--- config.mk ---
export PLATFORM = sky130hd
export DESIGN_NAME = comma_word_aligner
export DESIGN_NICKNAME = d
export VERILOG_FILES = /design/src/rtl/wa_pkg.sv /design/src/rtl/wa_comma_scan.sv /design/src/rtl/wa_boundary_ctl.sv /design/src/rtl/wa_word_slicer.sv /design/src/rtl/comma_word_aligner.sv
export SDC_FILE = /design/constraint.sdc
export NUM_CORES = 1
export LEC_CHECK = 0
export BUFFER_PORTS_ARGS = -buffer_cell sky130_fd_sc_hd__buf_2
export CAP_MARGIN = 20
export CORE_ASPECT_RATIO = 0.75
export CORE_UTILIZATION = 30
export CTS_BUF_LIST = sky130_fd_sc_hd__clkbuf_16
export DETAILED_ROUTE_END_ITERATION = 16
export PLACE_DENSITY = 0.41
export SLEW_MARGIN = 20
export SYNTH_ARGS = -nofsm -noshare
export SYNTH_HDL_FRONTEND = slang
export SYNTH_HIERARCHICAL = 1
export SYNTH_SLANG_ARGS = --single-unit
export TNS_END_PERCENT = 20
--- constraint.sdc ---
create_clock -name clk -period 13.7 [get_ports clk]
set_input_delay 1.37 -clock clk [delete_from_list [all_inputs] [get_ports clk]]
set_output_delay 1.37 -clock clk [all_outputs]
set_load 0.02 [all_outputs]
--- src/rtl/wa_pkg.sv ---
// Package: constants and decision type shared by the word aligner.
// Comma prefixes are stored with bit i equal to the i-th bit received on the line.
package wa_pkg;
    localparam int unsigned SYM_BITS    = 10;
    localparam int unsigned PREFIX_BITS = 7;

    // Line order 0,0,1,1,1,1,1 (positive disparity form of the comma).
    localparam logic [PREFIX_BITS-1:0] PREFIX_PLUS  = 7'b1111100;
    // Line order 1,1,0,0,0,0,0 (negative disparity form).
    localparam logic [PREFIX_BITS-1:0] PREFIX_MINUS = 7'b0000011;

    // What the boundary control does with the current word.
    typedef enum logic [1:0] {
        DEC_NONE    = 2'd0,
        DEC_LOCK    = 2'd1,
        DEC_CONFIRM = 2'd2,
        DEC_IGNORE  = 2'd3
    } wa_decision_e;
endpackage

--- src/rtl/wa_comma_scan.sv ---
// Module: wa_comma_scan
// Matches the comma prefix at every candidate start position of the window.
// Assumes: the window holds WORD_W+PRE_W-1 bits, with bit 0 earliest, so that
// position N_OFF-1 still has a full prefix available.
module wa_comma_scan #(
    parameter int unsigned WORD_W = 20,
    parameter int unsigned PRE_W  = 7,
    parameter logic [PRE_W-1:0] PAT_A = 7'b1111100,
    parameter logic [PRE_W-1:0] PAT_B = 7'b0000011
) (
    input  logic [WORD_W+PRE_W-2:0] scan_win,
    output logic [WORD_W-1:0]       hit
);
    // One comparator pair for each start position.
    for (genvar k = 0; k < WORD_W; k++) begin : g_pos
        logic [PRE_W-1:0] seg;
        assign seg    = scan_win[k +: PRE_W];
        assign hit[k] = (seg == PAT_A) || (seg == PAT_B);
    end
endmodule

--- src/rtl/wa_boundary_ctl.sv ---
// Module: wa_boundary_ctl
// Holds the locked boundary position and the aligned flag, and decides per word
// whether a comma locks, confirms or is ignored.
// Assumes: hit is valid for the word on in_valid; positions outside 0..N_OFF-1
// never occur.
module wa_boundary_ctl
    import wa_pkg::*;
#(
    parameter int unsigned N_OFF = 20,
    parameter int unsigned OFF_W = 5
) (
    input  logic             clk,
    input  logic             rst_n,
    input  logic             in_valid,
    input  logic             realign,
    input  logic [N_OFF-1:0] hit,
    output logic [OFF_W-1:0] use_off,
    output logic [OFF_W-1:0] lock_off,
    output logic             locked,
    output logic             seen
);
    logic [OFF_W-1:0] first_hit;
    logic             any_hit;
    wa_decision_e     decision;

    // Lowest position holding a comma.
    always_comb begin
        first_hit = '0;
        for (int k = N_OFF - 1; k >= 0; k--) begin
            if (hit[k]) first_hit = OFF_W'(k);
        end
    end

    assign any_hit = |hit;

    // Classify the current word.
    always_comb begin
        decision = DEC_NONE;
        if (in_valid && any_hit) begin
            if (!locked || realign)  decision = DEC_LOCK;
            else if (hit[lock_off])  decision = DEC_CONFIRM;
            else                     decision = DEC_IGNORE;
        end
    end

    // Position used to slice this word: a new lock takes effect at once.
    assign use_off = (decision == DEC_LOCK) ? first_hit : lock_off;

    // Register the position, the lock flag and the strobe.
    always_ff @(posedge clk) begin
        if (!rst_n) begin
            lock_off <= '0;
            locked   <= 1'b0;
            seen     <= 1'b0;
        end else begin
            lock_off <= use_off;
            locked   <= locked || (decision == DEC_LOCK);
            seen     <= (decision == DEC_LOCK) || (decision == DEC_CONFIRM);
        end
    end
endmodule

--- src/rtl/wa_word_slicer.sv ---
// Module: wa_word_slicer
// Keeps the previous accepted word, exposes the search window and registers the
// output slice at the selected position.
// Assumes: sel_off < WORD_W; SCAN_W <= 2*WORD_W-1.
module wa_word_slicer #(
    parameter int unsigned WORD_W = 20,
    parameter int unsigned OFF_W  = 5,
    parameter int unsigned SCAN_W = 26
) (
    input  logic              clk,
    input  logic              rst_n,
    input  logic              in_valid,
    input  logic [WORD_W-1:0] in_data,
    input  logic [OFF_W-1:0]  sel_off,
    output logic [SCAN_W-1:0] scan_win,
    output logic [WORD_W-1:0] out_data,
    output logic              out_valid
);
    localparam int unsigned WIN_W = 2 * WORD_W - 1;

    logic [WORD_W-1:0] prev_q;
    logic [WIN_W-1:0]  win;
    logic [WORD_W-1:0] slice;

    // Window: previous word in the low bits, current word above it.
    assign win      = {in_data[WORD_W-2:0], prev_q};
    assign scan_win = win[SCAN_W-1:0];

    // Select the slice that starts at the chosen position.
    always_comb begin
        slice = '0;
        for (int k = 0; k < WORD_W; k++) begin
            if (sel_off == OFF_W'(k)) slice = win[k +: WORD_W];
        end
    end

    // Advance the history and the output only on accepted words.
    always_ff @(posedge clk) begin
        if (!rst_n) begin
            prev_q    <= '0;
            out_data  <= '0;
            out_valid <= 1'b0;
        end else begin
            out_valid <= in_valid;
            if (in_valid) begin
                prev_q   <= in_data;
                out_data <= slice;
            end
        end
    end
endmodule

--- src/rtl/comma_word_aligner.sv ---
// Module: comma_word_aligner (top)
// Finds a comma in a raw deserialized stream at any bit position, locks the
// symbol boundary there and emits boundary-aligned words one clock later.
// Assumes: bit 0 of in_data is the earliest bit on the line; the width is a
// whole number of 10-bit symbols.
module comma_word_aligner #(
    parameter int unsigned SYM_W = wa_pkg::SYM_BITS,
    parameter int unsigned SYMS  = 2
) (
    input  logic                    clk,
    input  logic                    rst_n,
    input  logic [SYM_W*SYMS-1:0]   in_data,
    input  logic                    in_valid,
    input  logic                    realign,
    output logic [SYM_W*SYMS-1:0]   out_data,
    output logic                    out_valid,
    output logic                    byte_aligned,
    output logic                    comma_seen
);
    localparam int unsigned WORD_W = SYM_W * SYMS;
    localparam int unsigned OFF_W  = $clog2(WORD_W);
    localparam int unsigned SCAN_W = WORD_W + wa_pkg::PREFIX_BITS - 1;

    logic [SCAN_W-1:0] scan_win;
    logic [WORD_W-1:0] hit;
    logic [OFF_W-1:0]  use_off;
    logic [OFF_W-1:0]  lock_off;

    // History and output slicing.
    wa_word_slicer #(
        .WORD_W (WORD_W),
        .OFF_W  (OFF_W),
        .SCAN_W (SCAN_W)
    ) u_slicer (
        .clk       (clk),
        .rst_n     (rst_n),
        .in_valid  (in_valid),
        .in_data   (in_data),
        .sel_off   (use_off),
        .scan_win  (scan_win),
        .out_data  (out_data),
        .out_valid (out_valid)
    );

    // Comma search at every position.
    wa_comma_scan #(
        .WORD_W (WORD_W),
        .PRE_W  (wa_pkg::PREFIX_BITS),
        .PAT_A  (wa_pkg::PREFIX_PLUS),
        .PAT_B  (wa_pkg::PREFIX_MINUS)
    ) u_scan (
        .scan_win (scan_win),
        .hit      (hit)
    );

    // Lock decision and state.
    wa_boundary_ctl #(
        .N_OFF (WORD_W),
        .OFF_W (OFF_W)
    ) u_ctl (
        .clk      (clk),
        .rst_n    (rst_n),
        .in_valid (in_valid),
        .realign  (realign),
        .hit      (hit),
        .use_off  (use_off),
        .lock_off (lock_off),
        .locked   (byte_aligned),
        .seen     (comma_seen)
    );
endmodule

==> reports/summary.txt <==
Die X -> 176 um
n_diodes -> 0
Clock transition at path regs -> 0.08 ns
post-synthesis sequential area ratio -> 14.1%
core area -> 22200 um^2
Avg Vias per Cell -> 6.87
Top Ports -> 47
number of flops mapped to enable cells by yosys -> 0
count leader, synth -> nor2_1
TNS Setup -> 0 ns
MaxCap Viol Count -> 0
largest cells by area after synthesis -> dfxtp_1 14%, a21oi_1 6.6%, nor2_1 6.4%
post-synthesis instance total -> 1028
Worst path slowest cell -> nand2_1
clk_skew -> 0.00870 ns
final cycle utilization of the critical path -> 55.3%
element type at the critical path end -> register
Critical Path Source Type -> input pin
post-route minimum period -> 7.58 ns
Die ar. -> 23400 um^2
post-route ant nets -> 0
post-CTS sizing -> 0
static leakage -> 2.49 nW
total congestion overflow -> 0
WL per Instance -> 28.3 um
clock buffer count from CTS -> 5
Rows -> 47
largest net degree at the start of global routing -> 63
Starting Density -> 30.8%
outcome -> finished clean
measured slew at the worst slew-check pin -> 1.15 ns
Hold WS -> 0.474 ns
Synth Flop Type -> dfxtp_1
Final HPWL DP -> 24700 um
#FFs+latches synth -> 48
TritonCTS clock tree -> built
clk sink count -> 48
Final #Nets -> 1023
Hold Buf Count CTS -> 0
pwr/cell area -> 77.8 nW/um^2
Critical Path AT -> 7.84 ns
Yosys cell types -> 86
Synth top area share -> 14.1%
commonest cells in the netlist -> 116 x nor2_1, 107 x nand2_1, 90 x a21oi_1
ys async rst share -> 0%
Worst-Skew Late Latency -> 0.33 ns
syn avg cell area -> 6.64 um^2
Final Hold Fails -> 0
Pins Over Slew Limit -> 0
multi-input combinational cell area -> 5260 um^2
Mapped Nets -> 1053
Rel. slew slack -> 22.1%
antenna violations before repair -> 0
via count -> 8883
worst path required time -> 13.96 ns
# H-tree levels -> 2
CTS max path bufs -> 2
Reg area -> 961 um^2
Cell Area, Synth -> 6830 um^2
Peak Freq -> 132 MHz
Worst path max stage delay -> 0.70 ns
First-pass DRT Iterations -> 7
share of layout cells above drive strength 1 -> 12.6%
die height -> 133 um
Layout area overhead -> 7.07%
Peak VDD IR -> 0.0447 mV
CP Cell Sequence -> buf_2, nand4_1, o41ai_1, mux2_4, o311ai_0, o21ai_0, a21oi_1, ha_1, nand2b_1, nor3b_1, o21ai_0, nand2_1, a31oi_4, buf_4, buf_4, nand2_1, nor3_2, a22oi_1, o221ai_1, o2111ai_1, a211o_1, a21oi_1
Min-Delay Path Class -> register to register
CP Max Fanout -> 62
critical path class -> input pin to register
# setup viols final -> 0
Buffers on Ports -> 46
Warnings, synthesis -> 6
fillers -> 2414
post-route DRC violation count -> 0
Post-CTS Setup Bufs -> 0
clk root buf -> clkbuf_16
biggest area consumer among synthesized cells -> dfxtp_1
gpl congestion -> 0.999
Starting DRT DRC Count -> 1934
first-pass GRT wire length -> 53800 um
RSZ-0062 raised after global routing -> false
total track usage -> 30.8%
vias in the first global route -> 7852
WL final -> 36600 um
[metal layers]
metal	up-vias	global-route usage (%)	share of wire, %	wire length [um]
li1	3820	-	-	-
met2	747	38.5	38	13700
met1	4219	45.6	44	16100
met5	-	2.29	0.19	68
met4	2	9.76	2.9	1070
met3	95	12.7	15	5590
[power by group]
part           internal, W  leakage, nW  total (W)  switching, W
clock             0.000106       0.0944   0.000176     0.0000705
sequential        0.000149        0.393   0.000161     0.0000130
combinational    0.0000651         2.00   0.000231      0.000166
total             0.000319         2.49   0.000569      0.000250
[registers in the layout, summed over array words and instances, names as in the netlist]
name,count
u_ctl/seen,1
u_ctl/locked,1
u_ctl/lock_off,5
u_slicer/out_valid,1
u_slicer/prev_q,20
u_slicer/out_data,20
[through the flow]
step	cells	setup slack (ns)	total power, W	cell area [um^2]	utilization [%]
after floorplan	1028	8.64	0.000305	6830	-
after global placement	1285	6.02	0.000388	7120	32.1
after detailed placement	1285	6.05	0.000382	7120	32.1
after CTS	1293	6.35	0.000561	7310	33.0
after global routing	1293	5.88	0.000589	7310	33.0
final	1293	6.12	0.000569	7310	33.0
[placed cells by master (no fill, tap or decap), types with 15 or more instances in the layout]
cell and count:
o22ai_1 38, buf_2 46, nand3_1 23, nand4_1 19, inv_1 24, nor2b_1 18, nor3_1 21, a22oi_1 27
mux2i_1 43, dfxtp_1 48, nor2_1 116, o31ai_1 15, nand2_1 107, a31oi_1 15, a221oi_1 15, a21oi_1 90
buf_4 28, o21ai_0 85
[worst max-delay path: cells and delay by family]
kind / cells / cell delay [ns]
and+or+nand+nor: 6 / 2.12
AOI/OAI and AO/OA: 11 / 2.13
muxes: 1 / 0.23
adders and majority gates: 1 / 0.42
buffers and inverters: 3 / 1.46
[cell families after synthesis]
family                   share of synthesized area [%]
AO/OA/AOI/OAI                                     38.8
AND/OR/NAND/NOR                                   28.1
buffers and inverters                             9.69
multiplexers                                      9.16
flip-flops                                        14.1
adder cells (fa/ha/maj)                          0.183
[final cells by class]
cell class	instances	share of cell area, %
inverters	25	1.28
clock inverters	3	0.941
clock buffers	5	1.71
well taps	294	5.03
multi-input cells	844	71.9
repair buffers	74	6.02
flip-flops and latches	48	13.1
[final timing paths]
kind / slack (ns) / cells after the start / end / start
worst max-delay path: 6.12 / 22 / u_slicer/out_data[16] / in_data[1]
worst min-delay path: 0.47 / 1 / u_slicer/out_data[17] / u_slicer/out_data[17]
worst max register to register: 6.14 / 22 / u_slicer/out_data[16] / u_slicer/prev_q[8]
worst min register to register: 0.47 / 1 / u_slicer/out_data[17] / u_slicer/out_data[17]
No activity file was read; power rests on OpenSTA's default activity.
